File: src/rtl/seg_pkg.sv
package seg_pkg;
   typedef enum logic [1:0] {
      ACT_PASS  = 2'd0,
      ACT_FWD   = 2'd1,
      ACT_DECAP = 2'd2,
      ACT_DROP  = 2'd3
   } seg_act_e;
endpackage

File: src/rtl/seg_cfg_regs.sv
module seg_cfg_regs #(
   parameter int              LOC_W    = 32,
   parameter int              SEG_W    = 16,
   parameter logic [LOC_W-1:0] RST_LOC  = '0,
   parameter logic [SEG_W-1:0] RST_NODE = '0
) (
   input  logic             clk,
   input  logic             rst_n,
   input  logic             wr_en,
   input  logic             idle,
   input  logic [LOC_W-1:0] wr_loc,
   input  logic [SEG_W-1:0] wr_node,
   output logic [LOC_W-1:0] loc,
   output logic [SEG_W-1:0] node
);
   // identifier changes only between packets so no result mixes two configs
   always_ff @(posedge clk or negedge rst_n) begin
      if (!rst_n) begin
         loc  <= RST_LOC;
         node <= RST_NODE;
      end else if (wr_en && idle) begin
         loc  <= wr_loc;
         node <= wr_node;
      end
   end
endmodule

File: src/rtl/seg_shifter.sv
module seg_shifter #(
   parameter int ADDR_W = 128,
   parameter int LOC_W  = 32,
   parameter int SEG_W  = 16
) (
   input  logic [ADDR_W-1:0] addr_in,
   output logic [ADDR_W-1:0] addr_out,
   output logic              more,
   output logic [SEG_W-1:0]  next_key
);
   localparam int TAIL_W = ADDR_W - LOC_W;
   localparam int NSEG   = TAIL_W / SEG_W;

   logic [NSEG-1:0]   slot_nz;
   logic [TAIL_W-1:0] tail_new;

   for (genvar i = 0; i < NSEG; i++) begin : g_slot
      localparam int HI = TAIL_W - 1 - i * SEG_W;
      if (i == NSEG - 1) begin : g_last
         assign tail_new[HI -: SEG_W] = '0;
      end else begin : g_move
         assign tail_new[HI -: SEG_W] = addr_in[HI - SEG_W -: SEG_W];
      end
      if (i == 0) begin : g_act
         assign slot_nz[i] = 1'b0;
      end else begin : g_rest
         assign slot_nz[i] = |addr_in[HI -: SEG_W];
      end
   end

   assign addr_out = {addr_in[ADDR_W-1 -: LOC_W], tail_new};
   assign more     = |slot_nz;
   assign next_key = tail_new[TAIL_W-1 -: SEG_W];
endmodule

File: src/rtl/seg_decide.sv
module seg_decide
   import seg_pkg::*;
#(
   parameter int ADDR_W = 128,
   parameter int LOC_W  = 32,
   parameter int SEG_W  = 16,
   parameter int HL_W   = 8
) (
   input  logic [ADDR_W-1:0] addr,
   input  logic [HL_W-1:0]   hlim,
   input  logic [LOC_W-1:0]  loc,
   input  logic [SEG_W-1:0]  node,
   input  logic [ADDR_W-1:0] shifted,
   input  logic              more,
   input  logic [SEG_W-1:0]  next_key,
   output seg_act_e          act,
   output logic [ADDR_W-1:0] addr_o,
   output logic [HL_W-1:0]   hlim_o,
   output logic [SEG_W-1:0]  key_o
);
   localparam int ACT_HI = ADDR_W - LOC_W - 1;

   logic hit;
   assign hit = (addr[ADDR_W-1 -: LOC_W] == loc) && (addr[ACT_HI -: SEG_W] == node);

   always_comb begin
      act    = ACT_PASS;
      addr_o = addr;
      hlim_o = hlim;
      key_o  = addr[ACT_HI -: SEG_W];
      if (hit) begin
         key_o = '0;
         if (!more) begin
            act = ACT_DECAP;
         end else if (hlim < HL_W'(2)) begin
            act = ACT_DROP;
         end else begin
            act    = ACT_FWD;
            addr_o = shifted;
            hlim_o = hlim - HL_W'(1);
            key_o  = next_key;
         end
      end
   end
endmodule

File: src/rtl/seg_shift_engine.sv
module seg_shift_engine
   import seg_pkg::*;
#(
   parameter int ADDR_W = 128,
   parameter int LOC_W  = 32,
   parameter int SEG_W  = 16,
   parameter int HL_W   = 8,
   parameter logic [LOC_W-1:0] RST_LOC  = 32'h5f00_0000,
   parameter logic [SEG_W-1:0] RST_NODE = 16'h0100
) (
   input  logic              clk,
   input  logic              rst_n,
   input  logic              in_valid,
   output logic              in_ready,
   input  logic [ADDR_W-1:0] in_addr,
   input  logic [HL_W-1:0]   in_hlim,
   input  logic              cfg_we,
   input  logic [LOC_W-1:0]  cfg_loc,
   input  logic [SEG_W-1:0]  cfg_node,
   output logic              out_valid,
   input  logic              out_ready,
   output logic [1:0]        out_act,
   output logic [ADDR_W-1:0] out_addr,
   output logic [HL_W-1:0]   out_hlim,
   output logic [SEG_W-1:0]  out_key
);
   localparam int TAIL_W = ADDR_W - LOC_W;
   localparam int NSEG   = TAIL_W / SEG_W;

   if (LOC_W <= 0 || SEG_W <= 0 || LOC_W >= ADDR_W) begin : g_bad_w
      $error("seg_shift_engine: locator and segment widths must fit the address");
   end
   if (TAIL_W % SEG_W != 0) begin : g_bad_div
      $error("seg_shift_engine: address tail must hold whole segments");
   end
   if (NSEG < 2) begin : g_bad_n
      $error("seg_shift_engine: at least two segment slots required");
   end
   if (HL_W < 2) begin : g_bad_hl
      $error("seg_shift_engine: hop limit needs two or more bits");
   end

   logic [LOC_W-1:0]  loc_q;
   logic [SEG_W-1:0]  node_q;
   logic [ADDR_W-1:0] sh_addr;
   logic              sh_more;
   logic [SEG_W-1:0]  sh_key;
   seg_act_e          d_act;
   logic [ADDR_W-1:0] d_addr;
   logic [HL_W-1:0]   d_hlim;
   logic [SEG_W-1:0]  d_key;
   logic              take;

   assign in_ready = !out_valid || out_ready;
   assign take     = in_valid && in_ready;

   seg_cfg_regs #(
      .LOC_W(LOC_W), .SEG_W(SEG_W), .RST_LOC(RST_LOC), .RST_NODE(RST_NODE)
   ) u_cfg (
      .clk(clk), .rst_n(rst_n), .wr_en(cfg_we),
      .idle(!out_valid && !in_valid),
      .wr_loc(cfg_loc), .wr_node(cfg_node),
      .loc(loc_q), .node(node_q)
   );

   seg_shifter #(.ADDR_W(ADDR_W), .LOC_W(LOC_W), .SEG_W(SEG_W)) u_shift (
      .addr_in(in_addr), .addr_out(sh_addr), .more(sh_more), .next_key(sh_key)
   );

   seg_decide #(.ADDR_W(ADDR_W), .LOC_W(LOC_W), .SEG_W(SEG_W), .HL_W(HL_W)) u_dec (
      .addr(in_addr), .hlim(in_hlim), .loc(loc_q), .node(node_q),
      .shifted(sh_addr), .more(sh_more), .next_key(sh_key),
      .act(d_act), .addr_o(d_addr), .hlim_o(d_hlim), .key_o(d_key)
   );

   always_ff @(posedge clk or negedge rst_n) begin
      if (!rst_n) begin
         out_valid <= 1'b0;
         out_act   <= '0;
         out_addr  <= '0;
         out_hlim  <= '0;
         out_key   <= '0;
      end else if (in_ready) begin
         out_valid <= in_valid;
         if (take) begin
            out_act  <= d_act;
            out_addr <= d_addr;
            out_hlim <= d_hlim;
            out_key  <= d_key;
         end
      end
   end
endmodule

File: config.mk
export PLATFORM = sky130hd
export DESIGN_NAME = seg_shift_engine
export DESIGN_NICKNAME = d
export VERILOG_FILES = /design/src/rtl/seg_pkg.sv /design/src/rtl/seg_cfg_regs.sv /design/src/rtl/seg_shifter.sv /design/src/rtl/seg_decide.sv /design/src/rtl/seg_shift_engine.sv
export SDC_FILE = /design/constraint.sdc
export NUM_CORES = 1
export LEC_CHECK = 0
export ABC_AREA = 1
export BUFFER_PORTS_ARGS = -buffer_cell sky130_fd_sc_hd__buf_2
export CAP_MARGIN = 10
export CORE_ASPECT_RATIO = 0.7
export CORE_MARGIN = 5
export CORE_UTILIZATION = 57
export DETAILED_ROUTE_END_ITERATION = 8
export GPL_ROUTABILITY_DRIVEN = 0
export PLACE_DENSITY = 0.87
export SLEW_MARGIN = 40
export SYNTH_ARGS = -nofsm -noshare
export SYNTH_HDL_FRONTEND = slang
export SYNTH_SLANG_ARGS = --single-unit
File: constraint.sdc
create_clock -name clk -period 5.4 [get_ports clk]
set_input_delay 0 -clock clk [delete_from_list [all_inputs] [get_ports clk]]
set_output_delay 0 -clock clk [all_outputs]
set_load 0.02 [all_outputs]
Yosys cells after proc, flatten, opt, wreduce, memory -nomap -nowiden
Cells that the tools add are included.
- add/sub/neg operators: 1
- multipliers: 0
- divide/modulo/power cells: 0
- $lt $le $gt $ge: 1
- eq/ne operators: 2
- shift operators: 0
- multiplexer cells: 12
- bitwise logic cells: 0
- reductions and logical operators: 9
- operators by type and width (kind ; count):
    $mux W96 ; 3
    $reduce_or A80 Y1 ; 1
    $mux W16 ; 3
    $eq A32 B32 Y1 ; 1
    $mux W8 ; 3
    $eq A16 B16 Y1 ; 1
    $lt A8 B2 Y1 const B ; 1
    $sub A8 B1 Y8 const B ; 1
    $mux W2 ; 3
    $logic_and A1 B1 Y1 ; 4
    $logic_not A1 Y1 ; 2
    $reduce_and A2 Y1 ; 1
    $logic_or A1 B1 Y1 ; 1
- register bits: 203
- latch bits: 0
- bits in writable memories: 0
- ROM bits: 0
- bits of input ports: 189
- output and inout port bits: 156
- word-level logic and storage cells: 32
- memories kept: 0

Longest topological paths before layout
Gate-level depths: netlist of the first run.
- depth in word-level cells: 4
- gate-level depth with buffers: 16
- mapped depth without buffers: 14

Modules after synthesis
Synthesis of the first run repeated with hierarchy kept, for this count alone.
- cell total of the unflattened synthesis: 2813
- area, all modules: 16283.1 µm²
- by module, submodules not included (module ; instances ; cells each ; area each (µm²) ; sequential area each (µm²)):
    seg_decide ; 1 ; 1713 ; 6842.8 ; 0.0
    seg_shift_engine ; 1 ; 673 ; 6173.4 ; 3878.7
    seg_cfg_regs ; 1 ; 208 ; 1898.1 ; 1209.9
    seg_shifter ; 1 ; 219 ; 1368.8 ; 0.0

Worst setup path after synthesis of the first run
No wires, ideal clock.
- path kind: reg2reg
- start point: reg out_valid
- end point: reg out_addr[32]
- library setup time: 66 ps
- data arrival time: 1691 ps
- data required time: 5334 ps
- slack: 3643 ps
- cell stages (with the launch flop): 8
- buffers on the path: 3
- period minus slack after synthesis: 1757 ps
- cell sequence: dfrtp_1 > nand2_1 > nand2_1 > clkbuf_1 > buf_2 > clkbuf_1 > nand2_1 > nand2_1
- longest elaborated chain between the ends: 4
- ends and longest elaborated chain (what ; RTL line ; text):
    start, declared ; seg_shift_engine.sv:20 ; output logic out_valid,
    start signal, assigned ; seg_shift_engine.sv:84 ; out_valid <= in_valid;
    $logic_not A1 Y1 (*) ; seg_shift_engine.sv:54 ; assign in_ready = !out_valid || out_ready;
    $logic_or A1 B1 Y1 (*) ; seg_shift_engine.sv:54 ;
    via in_ready ; seg_shift_engine.sv:14 ; output logic in_ready,
    $logic_and A1 B1 Y1 ; seg_shift_engine.sv:55 ; assign take = in_valid && in_ready;
    $reduce_and A2 Y1 (no line) (*) ; -- ;
    end signal, assigned ; seg_shift_engine.sv:87 ; out_addr <= d_addr;
    end, declared ; seg_shift_engine.sv:23 ; output logic [ADDR_W-1:0] out_addr,
The timed path passes the listed nets; every way through them passes the cells marked *.
A chain may end at the register's enable or synchronous reset.

Worst setup path after layout of the first run
- start point: reg u_cfg.loc[0]
- end point: reg out_addr[44]
- longest elaborated chain between the ends: 3
- ends and longest elaborated chain (what ; RTL line ; text):
    start, declared ; seg_cfg_regs.sv:13 ; output logic [LOC_W-1:0] loc,
    start signal, assigned ; seg_cfg_regs.sv:22 ; loc <= wr_loc;
    $eq A32 B32 Y1 ; seg_decide.sv:24 ; assign hit = (addr[ADDR_W-1 -: LOC_W] == loc) && (addr[ACT_HI -: SEG_W] == node);
    $logic_and A1 B1 Y1 ; seg_decide.sv:24 ;
    $mux W96 ; seg_decide.sv:31 ; if (hit) begin
No other way between the ends.

==> results of run 1 <==
==> power groups by stage <==
stage / registers, uW / clock network, uW / logic [uW]
after global routing: 1970 / 1470 / 1500
after detailed placement: 1940 / 0 / 1160
after global placement: 1930 / 0 / 1120
after floorplan: 2120 / 0 / 498
after CTS: 1920 / 1390 / 1290
final: 1950 / 1400 / 1400
==> logic make-up (layout without fill, tap and decap cells) <==
family                   after synthesis  count (layout)
adder cells (fa/ha/maj)                1               1
flip-flops                           203             203
other                                  0               2
AO/OA/AOI/OAI                         80              80
XOR/XNOR                              36              36
multiplexers                          30              30
buffers and inverters                169             683
AND/OR/NAND/NOR                     1213            1213
==> registers in the layout, indices dropped and copies added, names as in the netlist <==
register    cells
out_act         2
out_addr      128
out_hlim        8
out_key        16
out_valid       1
u_cfg.loc      32
u_cfg.node     16
==> area by class of cell <==
cell class	instances	area, sq um
Fill cell	1185	3805
Timing Repair Buffer	562	3896
Clock inverter	8	47.55
Tap cell	270	337.8
Inverter	84	320.3
Clock buffer	29	585.6
Sequential cell	203	5089
Multi-Input combinational cell	1360	5767
Antenna cell	2	5.005
==> routing by layer <==
metal / global-route usage [%] / wire length, um
met3: 11.14 / 6609
met2: 68.04 / 22020
met5: 0 / 0
met4: 23.73 / 3643
met1: 50.84 / 17110
==> worst max-delay path, stage by stage, from the launching register on <==
cell	delay, ns
dfrtp_1	0.40
xnor2_1	0.40
nand2_1	0.13
nor2_1	0.21
nand2_1	0.07
nor2_1	0.13
nand2_1	0.12
nor2_4	0.15
buf_4	0.53
nand2_1	0.13
nand2_1	0.11
dlygate4sd3_1	0.56
nand2_1	0.06
nand2_1	0.12
==> per-stage QoR <==
stage,instance area [sq um],util [%],hold slack [ns]
after CTS,16040,80.78,0.1164
after global routing,16050,80.82,0.1610
after global placement,13310,67.04,0.08713
after floorplan,11540,-,-0.2956
final,16050,80.83,0.07759
after detailed placement,13330,67.15,0.08921
==> cells in the final DEF, fill, tap and decap left out, types with 8 or more instances in the layout <==
master         netlist  final
a21oi_1             20     20
buf_4                0      8
nand3_1             46     46
clkbuf_16            0     21
nand2_1           1053   1051
o21ai_0             59     59
buf_2               27    343
inv_1               74     74
mux2_2              30     30
dfrtp_1            196    196
inv_2               10      9
xnor2_1             32     32
dlygate4sd3_1        0    207
nor2_1              97     96
==> final timing paths <==
kind	cells past startpoint	endpoint	startpoint
setup / recovery	13	out_addr[44]	u_cfg.loc[0]
hold / removal	2	u_cfg.loc[23]	rst_n
max in group asynchronous	3	out_addr[102]	rst_n
setup reg to reg	13	out_addr[44]	u_cfg.loc[0]
min in group clk	4	out_addr[82]	in_valid
hold reg to reg	2	out_key[12]	out_key[12]
==> impl_metrics.yaml, run 1 <==
logic_synthesis:
  ys_types: 24
  syn-num-nets: 1922
  synthAdderAreaFrac_pct: 0.1084
  synth-simple-area-share_pct: 40.38
  synthFlopType: "dfrtp_1"
  synth_commonest_cells: "nand2_1 (1053), dfrtp_1 (196), nor2_1 (97)"
  synth-seq-cells: 203
  syn_avg_cell_area_sq_um: 6.666
  synth.largest_area_cell: "dfrtp_1"
  synthXorXnorAreaFrac_pct: 2.731
  synthMostInstantiatedCell: "nand2_1"
  ys_seq_area_share_pct: 44.08
  syn_inst: 1732
  synthMuxAreaShare_pct: 2.926
  synth.area.top_cells: "dfrtp_1 (42%), nand2_1 (34%), nor2_1 (3.2%), mux2_2 (2.9%), o21ai_0 (2.6%)"
  async_flop_share_pct: 100.0
  syn_area_sq_um: 11540
  yosysTopAreaCellShare_pct: 42.48
  synth_top_family_by_area: "simple AND/OR/NAND/NOR gates"
  synth_compound_area_share_pct: 3.468
  synth_edf_count: 0
  yosys_warnings: 0
die:
  row_count: 43
  die_w_um: 180.1
  start_util_pct: 58.15
  coreArea_sq_um: 19850
  die_y_um: 129.1
  dieArea_sq_um: 23250
  ios: 345
global_route:
  grt_first_pass_wirelength_um: 77520
  antenna_found_initial: 1
  grt_pass1_vias: 14430
  grt_overflow: 0
  grt_max_degree: 98
  grt_usage_pct: 41.61
finish:
  final_nets: 2422
  drive_gt1_share_pct: 19.72
  fin_cells: 2518
  area_growth_pct: 39.01
clock_tree:
  cts_root_buf: "clkbuf_16"
  cts_tree: "built"
  numCtsBuffers: 21
  postCtsHoldBufs: 207
  cts_buffer_depth: 3
  post_cts_resized: 0
  cts.clk_slew.worst_paths_ns: 0.07
  insertion_delay_ns: 0.51
  clock-sinks: 203
  h-tree-depth: 1
  post_cts_buffers: 0
critical_path:
  regToRegSetupSlack_ns: 2.17
  crit_fanout: 57
  start_kind: "flip-flop"
  worstPathArrival_ns: 3.66
  end_kind: "flip-flop"
  required_ns: 5.83
  worst-setup-path-type: "flip-flop to flip-flop"
placement:
  dp_hpwl_um: 27890
  dpl_worst_slack_ns: 2.513
  port_buffers: 344
  placed_cells_incl_taps: 2272
routing:
  routedWlPerCell_um: 19.61
  dr.pass1.iters: 6
  ant_nets: 0
  drc: 0
  num_vias: 14440
  drtIter0Drc: 2312
  vias_per_cell: 5.733
  routed_wirelength_um: 49380
sta:
  worst_slew_pin_slew_ns: 0.7774
  hold_viol_final: 0
  final.min_clock_period_ns: 3.231
  rsz0062_at_grt: "no"
  maxSlewViolCount: 0
  finalClockSkew_ns: 0.01661
  tns_ns: 0
  setup_violations: 0
  layout_setup_ws_ns: 2.169
  fin_crit_sh_pct: 59.84
  max_freq_mhz: 309.5
  relSlewSlack_pct: 48.18
power_and_ir_drop:
  p_seq_share_pct: 41.1
  power_uw: 4755
  p_leak_uw: 0.008960
  power.internal_uw: 3050
  p_clk_share_pct: 29.5
  combPwrFrac_pct: 29.4
  power.switching_uw: 1704
  vdd_drop_max_mv: 0.2903
  powerDensity_nw_per_um2: 296.3
  swShare_pct: 35.84
status:
  status: "complete, no violations"
hold_path:
  hp-class: "input pin to async pin"
run:
  maxCapViolations: 0
Power figures use the tool's default switching activity.
==> run 2, diff against run 1 <==
Settings changed: CORE_UTILIZATION 57 to 53, PLACE_DENSITY 0.87 to 0.82.
Clock period 5.4 ns to 3.1 ns, I/O delays scaled along.
==> run 2 against run 1 <==
Against the previous run: final cell count up 0.16%; register-to-register slack worse by 2.0 ns; total power up 85%; global-route usage down 5.2 points; flip-flop and latch count unchanged; core utilization down 5.6 points; highest routed layer unchanged.
==> impl_metrics.yaml, run 2 (synthesis gave the netlist of run 1 again) <==
status:
  status: "complete, no violations"
placement:
  port_buffers: 344
  dpl_worst_slack_ns: 0.4645
  dp_hpwl_um: 28520
finish:
  regMostFlops: "out_addr"
  drive_gt1_share_pct: 20.29
  final_nets: 2412
  area_growth_pct: 40.62
  final_cell_mix: "nand2_1 (1051), buf_2 (343), dfrtp_1 (196), dlygate4sd3_1 (188), nor2_1 (96)"
  fill_cells: 1535
  ff_latch_area_sq_um: 5089
  largest_reg_flops: 128
  largestRegisters: "out_addr x128, u_cfg.loc x32"
  final_common_cell: "nand2_1"
  multi_input_area_sq_um: 5758
clock_tree:
  cts_buffer_depth: 3
  clock-sinks: 203
  cts_tree: "built"
  postCtsHoldBufs: 187
  post_cts_buffers: 0
  cts_root_buf: "clkbuf_16"
  cts.clk_slew.worst_paths_ns: 0.07
  insertion_delay_ns: 0.51
  numCtsBuffers: 22
  post_cts_resized: 0
  h-tree-depth: 1
routing:
  drtIter0Drc: 1572
  routedWlPerCell_um: 18.70
  ant_nets: 0
  routed_wirelength_um: 47150
  vias_per_cell: 5.483
  drc: 0
  dr.pass1.iters: 6
  num_vias: 13830
global_route:
  grt_pass1_vias: 13560
  grt_overflow: 0
  grt_max_degree: 165
  antenna_found_initial: 2
  grt_first_pass_wirelength_um: 73530
  grt_usage_pct: 36.45
hold_path:
  hp-class: "input pin to flip-flop"
critical_path:
  end_kind: "flip-flop"
  crit_family: "simple AND/OR/NAND/NOR gates"
  path_cells: "xnor2_1 > nand2_1 > nor2_1 > nand2_1 > nor2_1 > nand3_4 > buf_4 > nand2_1 > nand2_1 > nand2_1 > nand2_1"
  required_ns: 3.49
  crit_fanout: 67
  worstPathArrival_ns: 3.36
  worst-setup-path-type: "flip-flop to flip-flop"
  crit_buf_inv: 1
  start_kind: "flip-flop"
  cp_common_cell: "nand2_1"
  cpMaxStageDelayCell: "buf_4"
  max_stage_delay_ns: 0.46
sta:
  setup_violations: 0
  layout_setup_ws_ns: 0.1278
  finalClockSkew_ns: 0.01604
  maxSlewViolCount: 0
  fin_crit_sh_pct: 95.88
  rsz0062_at_grt: "no"
  worst_slew_pin_slew_ns: 0.8049
  max_freq_mhz: 336.5
  tns_ns: 0
  hold_viol_final: 0
  final.min_clock_period_ns: 2.972
  relSlewSlack_pct: 46.34
run:
  maxCapViolations: 0
die:
  start_util_pct: 53.54
  coreArea_sq_um: 21560
  die_y_um: 133.5
  die_w_um: 186.4
  dieArea_sq_um: 24880
  row_count: 45
  ios: 345
power_and_ir_drop:
  powerDensity_nw_per_um2: 542.9
  p_leak_uw: 0.009054
  vdd_drop_max_mv: 0.4605
-- run 2: final timing paths --
kind	start	end	slack (ns)	cells past startpoint
max in group asynchronous	rst_n	u_cfg.loc[26]	1.59	5
setup / recovery	u_cfg.loc[23]	out_key[6]	0.13	11
setup reg to reg	u_cfg.loc[23]	out_key[6]	0.13	11
min in group asynchronous	rst_n	u_cfg.loc[0]	0.46	3
hold reg to reg	out_key[12]	out_key[12]	0.47	2
hold / removal	in_valid	out_addr[99]	0.16	5
-- run 2: area by class of cell --
type	count	share of cell area, %
inverter	84	1.958
clock inverter	10	1.295
antenna	2	0.03083
tap	282	2.173
sequential	203	31.34
timing repair buffer	551	23.90
clock buffer	30	3.830
multi-input combinational	1360	35.47
-- run 2: power breakdown --
group	switching (uW)	leakage (uW)	total (uW)	internal [uW]
logic	1470	0.00621	2350	883
registers	300	0.00245	3390	3090
clock network	1160	0.000401	3070	1910
-- run 2: metal layers --
layer	wire length, um	track usage (%)
met1	17690	47.19
met2	21060	57.83
met5	0	0
met3	5570	9.298
met4	2835	17.16
-- run 2: stage by stage --
step	cells	hold slack, ns	util, %	power (uW)	instance area, sq um
2_1_floorplan	1732	-0.2956	-	4556	11540
3_3_place_gp	2291	0.1523	62.50	5353	13480
3_5_place_dp	2291	0.1515	62.52	5422	13480
4_1_cts	2518	0.1488	75.06	8649	16190
5_1_grt	2522	0.1910	75.28	9125	16230
6_report	2522	0.1592	75.28	8814	16230
-- run 2: worst register-to-register path, cell delays in order (launching register included) --
cell	delay, ns
dfrtp_1	0.40
xnor2_1	0.42
nand2_1	0.16
nor2_1	0.20
nand2_1	0.07
nor2_1	0.30
nand3_4	0.32
buf_4	0.46
nand2_1	0.29
nand2_1	0.10
nand2_1	0.08
nand2_1	0.07
